**config.mk**
```make
export PLATFORM = sky130hd
export DESIGN_NAME = sqrt_array
export DESIGN_NICKNAME = d
export VERILOG_FILES = /design/src/rtl/sqrt_pkg.sv /design/src/rtl/sqrt_csm_cell.sv /design/src/rtl/sqrt_row.sv /design/src/rtl/sqrt_stage_reg.sv /design/src/rtl/sqrt_array.sv
export SDC_FILE = /design/constraint.sdc
export NUM_CORES = 1
export LEC_CHECK = 0
export BUFFER_PORTS_ARGS = -buffer_cell sky130_fd_sc_hd__buf_4
export CAP_MARGIN = 20
export CORE_ASPECT_RATIO = 0.9
export CORE_UTILIZATION = 41
export CTS_BUF_LIST = sky130_fd_sc_hd__clkbuf_8 sky130_fd_sc_hd__clkbuf_16
export CTS_CLUSTER_SIZE = 30
export DETAILED_ROUTE_END_ITERATION = 8
export PLACE_DENSITY = 0.63
export SYNTH_ARGS = -nofsm -noshare
export SYNTH_HDL_FRONTEND = slang
export SYNTH_SLANG_ARGS = --single-unit
```
**constraint.sdc**
```tcl
create_clock -name clk -period 7.7 [get_ports clk]
set_input_delay 1.54 -clock clk [delete_from_list [all_inputs] [get_ports clk]]
set_output_delay 1.54 -clock clk [all_outputs]
set_load 0.03 [all_outputs]
```
**src/rtl/sqrt_pkg.sv**
```systemverilog
package sqrt_pkg;

  // Root width for a radicand of rad_w bits (odd widths gain a zero top bit).
  function automatic int root_width(input int rad_w);
    return (rad_w + 1) / 2;
  endfunction

  // Width of one row's subtract chain: shifted remainder plus incoming pair.
  function automatic int row_width(input int root_w);
    return root_w + 2;
  endfunction

endpackage

```
**src/rtl/sqrt_csm_cell.sv**
```systemverilog
// One bit of a row: subtract with borrow, or pass the minuend when sel is set.
module sqrt_csm_cell (
  input  logic x_bit,
  input  logic y_bit,
  input  logic b_in,
  input  logic sel_pass,
  output logic d_bit,
  output logic b_out
);
  assign b_out = (~x_bit & y_bit) | (~(x_bit ^ y_bit) & b_in);
  assign d_bit = sel_pass ? x_bit : (x_bit ^ y_bit ^ b_in);
endmodule

```
**src/rtl/sqrt_row.sv**
```systemverilog
// One recurrence step: shift in a radicand pair, try (root<<2)|1, keep or pass.
module sqrt_row #(
  parameter int ROOT_W  = 16,
  parameter bit HAS_REM = 1'b1
) (
  input  logic [1:0]        pair,
  input  logic [ROOT_W-1:0] q_in,
  input  logic [ROOT_W-1:0] r_in,
  output logic [ROOT_W-1:0] q_out,
  output logic [ROOT_W+1:0] r_out
);
  localparam int ROW_W = sqrt_pkg::row_width(ROOT_W);

  logic [ROW_W-1:0] x_w;
  logic [ROW_W-1:0] y_w;
  logic [ROW_W-1:0] d_w;
  logic             neg;

  assign x_w = {r_in, pair};
  assign y_w = {q_in, 2'b01};

  for (genvar j = 0; j < ROW_W; j++) begin : g_cell
    logic bin;
    logic bout;
    if (j == 0) begin : g_lsb
      assign bin = 1'b0;
    end else begin : g_mid
      assign bin = g_cell[j-1].bout;
    end
    sqrt_csm_cell u_cell (
      .x_bit   (x_w[j]),
      .y_bit   (y_w[j]),
      .b_in    (bin),
      .sel_pass(neg),
      .d_bit   (d_w[j]),
      .b_out   (bout)
    );
  end

  assign neg   = g_cell[ROW_W-1].bout;
  assign q_out = {q_in[ROOT_W-2:0], ~neg};

  if (HAS_REM) begin : g_rem
    assign r_out = d_w;
  end else begin : g_norem
    assign r_out = '0;
  end
endmodule

```
**src/rtl/sqrt_stage_reg.sv**
```systemverilog
// Pipeline slot between rows: a valid bit and the data word, moved on en.
module sqrt_stage_reg #(
  parameter int W = 8
) (
  input  logic         clk,
  input  logic         rst_n,
  input  logic         en,
  input  logic         vld_d,
  input  logic [W-1:0] dat_d,
  output logic         vld_q,
  output logic [W-1:0] dat_q
);
  always_ff @(posedge clk or negedge rst_n) begin
    if (!rst_n) begin
      vld_q <= 1'b0;
      dat_q <= '0;
    end else if (en) begin
      vld_q <= vld_d;
      dat_q <= dat_d;
    end
  end
endmodule

```
**src/rtl/sqrt_array.sv**
```systemverilog
module sqrt_array
  import sqrt_pkg::*;
#(
  parameter  int RAD_W      = 32,
  parameter  bit REGISTERED = 1'b1,
  parameter  bit KEEP_REM   = 1'b1,
  localparam int ROOT_W     = root_width(RAD_W),
  localparam int REM_W      = row_width(ROOT_W)
) (
  input  logic              clk,
  input  logic              rst_n,
  input  logic              in_valid,
  output logic              in_ready,
  input  logic [RAD_W-1:0]  in_radicand,
  output logic              out_valid,
  input  logic              out_ready,
  output logic [ROOT_W-1:0] out_root,
  output logic [REM_W-1:0]  out_rem
);
  localparam int RADE_W = 2 * ROOT_W;
  localparam int DAT_W  = ROOT_W + REM_W + RADE_W;

  // Stage k holds what row k consumes; stage ROOT_W is the result.
  logic              sv   [0:ROOT_W];
  logic [ROOT_W-1:0] sq   [0:ROOT_W];
  logic [REM_W-1:0]  sr   [0:ROOT_W];
  logic [RADE_W-1:0] srad [0:ROOT_W];
  logic [ROOT_W-1:0] rq   [0:ROOT_W-1];
  logic [REM_W-1:0]  rr   [0:ROOT_W-1];
  logic              adv;

  assign sv[0]   = in_valid;
  assign sq[0]   = '0;
  assign sr[0]   = '0;
  assign srad[0] = RADE_W'(in_radicand);

  for (genvar i = 0; i < ROOT_W; i++) begin : g_row
    localparam bit LAST_KEEPS = (i != ROOT_W - 1) || KEEP_REM;

    sqrt_row #(
      .ROOT_W (ROOT_W),
      .HAS_REM(LAST_KEEPS)
    ) u_row (
      .pair (srad[i][RADE_W-1-2*i -: 2]),
      .q_in (sq[i]),
      .r_in (sr[i][ROOT_W-1:0]),
      .q_out(rq[i]),
      .r_out(rr[i])
    );

    if (REGISTERED) begin : g_reg
      logic [DAT_W-1:0] pk_q;
      sqrt_stage_reg #(.W(DAT_W)) u_reg (
        .clk  (clk),
        .rst_n(rst_n),
        .en   (adv),
        .vld_d(sv[i]),
        .dat_d({rq[i], rr[i], srad[i]}),
        .vld_q(sv[i+1]),
        .dat_q(pk_q)
      );
      assign {sq[i+1], sr[i+1], srad[i+1]} = pk_q;
    end else begin : g_wire
      assign sv[i+1]   = sv[i];
      assign sq[i+1]   = rq[i];
      assign sr[i+1]   = rr[i];
      assign srad[i+1] = srad[i];
    end
  end

  if (REGISTERED) begin : g_flow_reg
    assign adv      = !sv[ROOT_W] || out_ready;
    assign in_ready = adv;
  end else begin : g_flow_comb
    assign adv      = out_ready;
    assign in_ready = out_ready;
  end

  assign out_valid = sv[ROOT_W];
  assign out_root  = sq[ROOT_W];

  if (KEEP_REM) begin : g_out_rem
    assign out_rem = sr[ROOT_W];
  end else begin : g_out_norem
    assign out_rem = '0;
  end
endmodule

```
==> metrics.txt, run 1 <==
Critical Path RT=8.13 ns; WL/cell=13.76 um; Peak Freq=133.7 MHz; Area contributors post-synth=dfrtp_1 53%, nand2_1 15%, fa_1 8.6%, inv_1 2.9%, ha_1 2.6%; share of the synthesized area in the top cell type=0.5343; Mapped Area=0.02782 sq mm; Power Density=479.0 mW/mm^2; crit path max fanout=6; Hold Buf Count CTS=0; most used cell, CP=fa_1; Post-synth EDFFs=0; Netlist cell types=43; core area=0.06711 sq mm; Mapped Nets=3110; Buffers & Inverters on Critical Path=1; I/O Pins=72; CTS tree=done; H-tree lvl count=3; initial drt markers=1197; P_leak=15.91 nW; fin crit period=7.478 ns; Post-Syn Instances=2897; CTS Sinks=594; crit-path leading delay family=adder cells; CP peak stage delay=0.48 ns; diode count=0; Seq cells post-synth=594; top_reg_cell synth=dfrtp_1; Die Wd=276.6 um; RSZ-0062 raised after global routing=no; first-pass GRT wire length=91930 um; Worst Hold Path Cells=2; Worst-Margin Slew=1.197 ns; Setup Fix Bufs, Post-CTS=0; outcome=complete, no violations; R2R depth=19; Worst setup SP type=flop; Worst-Skew Late Latency=0.60 ns; Starting Density=0.4145; Adder-Cell Fraction of Synth Area=0.1120; Seq/Total Area, Yosys=0.5343; Max Slew Vio Count=0; worst hold-check path type=reg -> reg; Synth area leader=dfrtp_1; Post-Synth Simple-Gate Area=0.1918; max cap viols=0; Critical Path Slowest Stage Cell=fa_1; die area=0.06890 sq mm; Die H=249.1 um; Root Driver=clkbuf_16; Post-Syn Area per Cell=9.604 sq um; DP HPWL=33320 um; total CTS buffers=67; critical path depth=19; number of port buffers=71; Register-to-Register Setup Slack=0.22 ns; post-route cell area=0.03126 sq mm; compound-gate portion of the synthesized area=0.07519; GP Congestion=0.8177; Worst-path clk slew=0.06 ns; final setup TNS=0 ns; XOR/XNOR share of the synthesized area=0.004722; final setup violation count=0; RR Endpoint=g_row[13].g_reg.u_reg.dat_q[34]; min-delay src=g_row[1].g_reg.u_reg.dat_q[14]; DRC violations left=0; antenna violations before repair=0; Fillers=6348; Worst Skew=0.02016 ns; hold slack final=0.4624 ns; fin nets=3125; Rel. slew slack=0.2019; Overall Power=14.97 mW; critical path arrival=7.91 ns; Longest Clk Path Bufs=3; gr usage total=0.1577; Tcrit/Tclk final=0.9712; num rows=90; Critical R2R Launch=g_row[12].g_reg.u_reg.dat_q[5]; critical-path cell list=inv_1, ha_1, fa_1, fa_1, fa_1, fa_1, fa_1, fa_1, fa_2, fa_2, fa_2, fa_2, fa_1, fa_1, fa_1, ha_2, or3b_4, o21ai_1, a2bb2oi_1; largest net degree at the start of global routing=267; post-detailed-routing wire length=52700 um; vias in the first global route=18540; Synth async-reset ratio=1.000; Area Overhead vs Synth=12.35%; Cell Area, Placed=0.02893 sq mm; Overflow after GRT=0; share of cells above drive strength 1=0.09469; Crit Path Category=reg -> reg; Vias=18323; mux cell area share after synthesis=0.02559; largest family of logic cells by synthesized area=simple AND/OR/NAND/NOR gates; maximum vdd drop=0.3370 mV; final antenna-violating net count=0; 1st-pass router iterations=5; Final Hold Vio Count=0; Via density=4.783; Hold Crit Endpoint=g_row[1].g_reg.u_reg.dat_q[14]; synth warn=0; crit end category=flop
-- sequential cells by signal (all words and copies together) (netlist names) --
register,count
g_row.g_reg.u_reg.vld_q,16
g_row.g_reg.u_reg.dat_q,578
-- worst register-to-register path, cell delays in order (launching register included) --
cell and delay, ns:
dfrtp_1 0.34, inv_1 0.06, ha_1 0.21, fa_1 0.45, fa_1 0.46, fa_1 0.46
fa_1 0.48, fa_1 0.47, fa_1 0.48, fa_2 0.43, fa_2 0.41, fa_2 0.42
fa_2 0.42, fa_1 0.47, fa_1 0.48, fa_1 0.45, ha_2 0.25, or3b_4 0.31
o21ai_1 0.09, a2bb2oi_1 0.19
-- worst max path at each step --
stage,start,end,slack [ns]
after floorplan,g_row[14].g_reg.u_reg.dat_q[1],g_row[15].g_reg.u_reg.dat_q[35],0.04
after global placement,g_row[13].g_reg.u_reg.dat_q[3],g_row[14].g_reg.u_reg.dat_q[41],-0.12
after detailed placement,g_row[14].g_reg.u_reg.dat_q[1],g_row[15].g_reg.u_reg.dat_q[37],-0.31
after CTS,g_row[12].g_reg.u_reg.dat_q[5],g_row[13].g_reg.u_reg.dat_q[34],0.02
after global routing,g_row[14].g_reg.u_reg.dat_q[1],g_row[15].g_reg.u_reg.dat_q[47],0.0002
final,g_row[12].g_reg.u_reg.dat_q[5],g_row[13].g_reg.u_reg.dat_q[34],0.22
-- Yosys cell counts (2+ instances only) --
cell type,n
buf_1,5
a31oi_1,19
a311oi_1,5
buf_6,4
buf_4,10
ha_1,57
nand3b_1,7
and3_1,5
clkbuf_1,45
nand2_1,1127
or2_2,4
fa_1,120
o22a_1,2
o21ai_1,16
a2bb2oi_1,16
or2b_1,7
nor3b_2,4
nor2b_1,4
xnor2_1,15
a22o_1,32
dfrtp_1,594
nor2_1,92
and2_1,22
a21oi_1,104
nand2b_1,31
or3b_4,6
and2_0,4
a22oi_1,24
nand3_1,3
mux2_2,33
mux2i_1,34
buf_2,91
inv_1,212
o22ai_1,22
nor3b_4,3
o21ai_0,111
-- timing repair --
item	4_1_cts	5_1_grt
pin swaps	0	3
cloned	3	2
resized for setup	16	13
endpoints found under the hold margin	0	0
setup endpoints to repair	50	52
-- power breakdown --
part | switching, mW | internal, mW
sequential | 0.969 | 4.65
clock | 1.24 | 1.87
combinational | 3.38 | 2.87
-- stage by stage --
| step | worst slack (ns) | utilization | cells |
|---|---|---|---|
| after floorplan | 0.03899 | - | 2897 |
| after global placement | -0.1246 | 0.4310 | 3710 |
| after detailed placement | -0.3099 | 0.4310 | 3710 |
| after CTS | 0.01743 | 0.4644 | 3827 |
| after global routing | 0.0001776 | 0.4657 | 3831 |
| final | 0.2216 | 0.4657 | 3831 |
-- final cells by class --
| type | instances | area (sq um) | area share |
|---|---|---|---|
| Tap cell | 874 | 1094 | 0.03499 |
| Inverter | 213 | 815.8 | 0.02610 |
| Clock inverter | 29 | 237.7 | 0.007605 |
| Timing Repair Buffer | 97 | 804.5 | 0.02574 |
| Sequential cell | 594 | 14860 | 0.4755 |
| Multi-Input combinational cell | 1939 | 11510 | 0.3681 |
| Clock buffer | 85 | 1936 | 0.06192 |
-- metal layers --
metal	vias to the layer above	global-route usage	routed length, um
met3	85	0.03058	1724
met5	-	0	0
met4	0	0.04358	1080
li1	9151	-	-
met1	8868	0.2234	25870
met2	219	0.2474	24030
-- layout by cell type, fill, tap and decap left out, types with 5 or more instances in the layout --
cell       instances
nand2_1         1127
dfrtp_1          594
inv_1            230
o21ai_0          110
a21oi_1          104
nor2_1            92
fa_1              92
buf_4             89
clkbuf_16         68
ha_1              56
mux2i_1           34
mux2_2            33
a22o_1            32
nand2b_1          31
fa_2              28
a22oi_1           24
and2_1            22
o22ai_1           22
a31oi_1           19
o21ai_1           17
clkbuf_8          17
a2bb2oi_1         16
xnor2_1           15
or3b_4             7
nand3b_1           7
or2b_1             7
and3_1             5
a311oi_1           5
-- logic make-up (layout without fill, tap and decap cells) --
logic type / after synthesis / after routing
buf+inv: 369 / 424
xor+xnor: 15 / 15
flops: 594 / 594
fa+ha+maj: 177 / 177
mux: 67 / 67
simple gates: 1322 / 1327
compound gates: 353 / 353
Note: power is estimated with default switching activity, not from simulation.
==> run 2: changes to the inputs <==
--- a/config.mk
+++ b/config.mk
@@ -13,6 +13,7 @@
 export CTS_CLUSTER_SIZE = 30
 export DETAILED_ROUTE_END_ITERATION = 8
 export PLACE_DENSITY = 0.63
+export RECOVER_POWER = 100
 export SYNTH_ARGS = -nofsm -noshare
 export SYNTH_HDL_FRONTEND = slang
 export SYNTH_SLANG_ARGS = --single-unit
==> metrics.txt, run 2 (synthesized netlist as in run 1, its figures left out) <==
CTS tree=done; R2R depth=19 (unchanged); largest registers=g_row.g_reg.u_reg.dat_q: 578 flops, g_row.g_reg.u_reg.vld_q: 16 flops; gr usage total=0.1577 (unchanged); Starting Density=0.4145 (unchanged); fin nets=3125 (unchanged); final worst slack=0.2289 ns (+0.007365 ns); DRC violations left=0 (unchanged); core area=0.06711 sq mm (unchanged); Worst Hold Path Cells=2 (unchanged); final setup violation count=0 (unchanged); most frequent cells in the layout=1127 x nand2_1, 594 x dfrtp_1, 230 x inv_1; Worst-Skew Late Latency=0.60 ns (about the same); Worst setup SP type=flop; min-delay src=g_row[7].g_reg.u_reg.dat_q[10]; num rows=90 (unchanged); total CTS buffers=67 (unchanged); H-tree lvl count=3 (unchanged); Overflow after GRT=0 (unchanged); critical path arrival=7.90 ns (about the same); first-pass GRT wire length=91930 um (unchanged); Critical Path RT=8.13 ns (about the same); RSZ-0062 raised after global routing=no; number of port buffers=71 (unchanged); crit-path leading delay family=adder cells; Final Hold Vio Count=0 (unchanged); Peak Freq=133.8 MHz (about the same); DP HPWL=33320 um (unchanged); Reg with most FFs=g_row.g_reg.u_reg.dat_q; max reg flops=578 (unchanged); antenna violations before repair=0 (unchanged); CTS Sinks=594 (unchanged); Max Slew Vio Count=197 (+197); Tcrit/Tclk final=0.9703 (about the same); Vias=18335 (+0.065%); initial drt markers=1215 (+1.5%); Hold Crit Endpoint=g_row[8].g_reg.u_reg.dat_q[10]; worst hold-check path type=reg -> reg; CP peak stage delay=0.48 ns (about the same); most used cell, CP=fa_1; vias in the first global route=18540 (unchanged); I/O Pins=72 (unchanged); Buffers & Inverters on Critical Path=1 (unchanged); final setup TNS=0 ns (unchanged); RR Endpoint=g_row[13].g_reg.u_reg.dat_q[34]; Die H=249.1 um (unchanged); commonest non-fill, non-tap cell in the layout=nand2_1; failing checks=capacitance limit, slew limit; crit end category=flop; 1st-pass router iterations=5 (unchanged); Root Driver=clkbuf_16; P_leak=15.76 nW (-0.92%); Power Density=479.0 mW/mm^2 (about the same); max cap viols=2 (+2); Area Overhead vs Synth=11.74%; Die Wd=276.6 um (unchanged); WL/cell=13.74 um (-0.14%); die area=0.06890 sq mm (unchanged); Crit Path Category=reg -> reg; outcome=finished with violations; fin crit period=7.471 ns (-0.007365 ns); Rel. slew slack=-2.515 (-2.717); Register-to-Register Setup Slack=0.23 ns (about the same); Critical R2R Launch=g_row[12].g_reg.u_reg.dat_q[5]; Worst-path clk slew=0.06 ns (about the same); largest net degree at the start of global routing=267 (unchanged); Longest Clk Path Bufs=3 (unchanged); diode count=0 (unchanged); crit path max fanout=6 (unchanged); Worst Skew=0.02152 ns (+0.001356 ns); post-detailed-routing wire length=52630 um (-0.14%); Worst-Margin Slew=5.272 ns (+4.075 ns); critical-path cell list=inv_1, ha_1, fa_1, fa_1, fa_1, fa_1, fa_1, fa_1, fa_2, fa_2, fa_2, fa_2, fa_1, fa_1, fa_1, ha_2, or3b_4, o21ai_1, a2bb2oi_1; Critical Path Slowest Stage Cell=fa_1; dpl ws=-0.3099 ns (unchanged); final antenna-violating net count=0 (unchanged); Via density=4.786 (about the same); GP Congestion=0.8177 (unchanged); Hold Buf Count CTS=0 (unchanged); maximum vdd drop=0.3378 mV (+0.23%); share of cells above drive strength 1=0.08116 (-0.01353)
[run 2: area by class of cell]
| class | count | area, sq um |
|---|---|---|
| Inverter | 213 | 815.8 |
| Tap cell | 874 | 1094 |
| Multi-Input combinational cell | 1939 | 11490 |
| Timing Repair Buffer | 97 | 646.9 |
| Sequential cell | 594 | 14860 |
| Fill cell | 6385 | 36030 |
| Clock inverter | 29 | 237.7 |
| Clock buffer | 85 | 1936 |
[run 2: what timing repair did]
item | CTS | global route
gates cloned | 3 | 2
buffers inserted | 0 | 0
gates resized for setup | 16 | 13
pin swaps | 0 | 3
setup endpoints to repair | 50 | 52
[run 2: how the worst max path moves through the flow]
stage,start,endpoint,depth (start not counted)
6_report,g_row[12].g_reg.u_reg.dat_q[5],g_row[13].g_reg.u_reg.dat_q[34],19
2_1_floorplan,g_row[14].g_reg.u_reg.dat_q[1],g_row[15].g_reg.u_reg.dat_q[35],23
3_5_place_dp,g_row[14].g_reg.u_reg.dat_q[1],g_row[15].g_reg.u_reg.dat_q[37],22
5_1_grt,g_row[14].g_reg.u_reg.dat_q[1],g_row[15].g_reg.u_reg.dat_q[47],22
4_1_cts,g_row[12].g_reg.u_reg.dat_q[5],g_row[13].g_reg.u_reg.dat_q[34],19
3_3_place_gp,g_row[13].g_reg.u_reg.dat_q[3],g_row[14].g_reg.u_reg.dat_q[41],19
[run 2: tightest hold or removal path, delay by kind of cell (launching register included)]
kind,cells,cell delay (ns)
and+or+nand+nor,2,0.10
DFF,1,0.34
[run 2: routing by layer]
| metal | track usage | vias to the layer above | part of all wire | wire length [um] |
|---|---|---|---|---|
| li1 | - | 9153 | - | - |
| met1 | 0.2234 | 8855 | 0.49 | 25770 |
| met2 | 0.2474 | 245 | 0.46 | 23990 |
| met3 | 0.03058 | 82 | 0.034 | 1786 |
| met4 | 0.04358 | 0 | 0.021 | 1090 |
| met5 | 0 | - | 0 | 0 |
[run 2: where the power goes]
part / internal (mW) / switching [mW] / leakage [nW] / total (mW)
combinational: 2.79 / 3.37 / 7.57 / 6.17
clock: 1.87 / 1.24 / 1.14 / 3.11
sequential: 4.65 / 0.966 / 7.05 / 5.61
[run 2: per-stage QoR]
stage,power [mW],area [sq um],std cells,utilization,hold slack [ns]
4_1_cts,15.15,31170,3827,0.4644,0.4604
3_3_place_gp,11.49,28930,3710,0.4310,0.4482
3_5_place_dp,11.91,28930,3710,0.4310,0.4543
2_1_floorplan,10.32,27840,2897,-,0.4300
6_report,14.89,31090,3831,0.4632,0.4628
5_1_grt,16.41,31090,3831,0.4632,0.4819
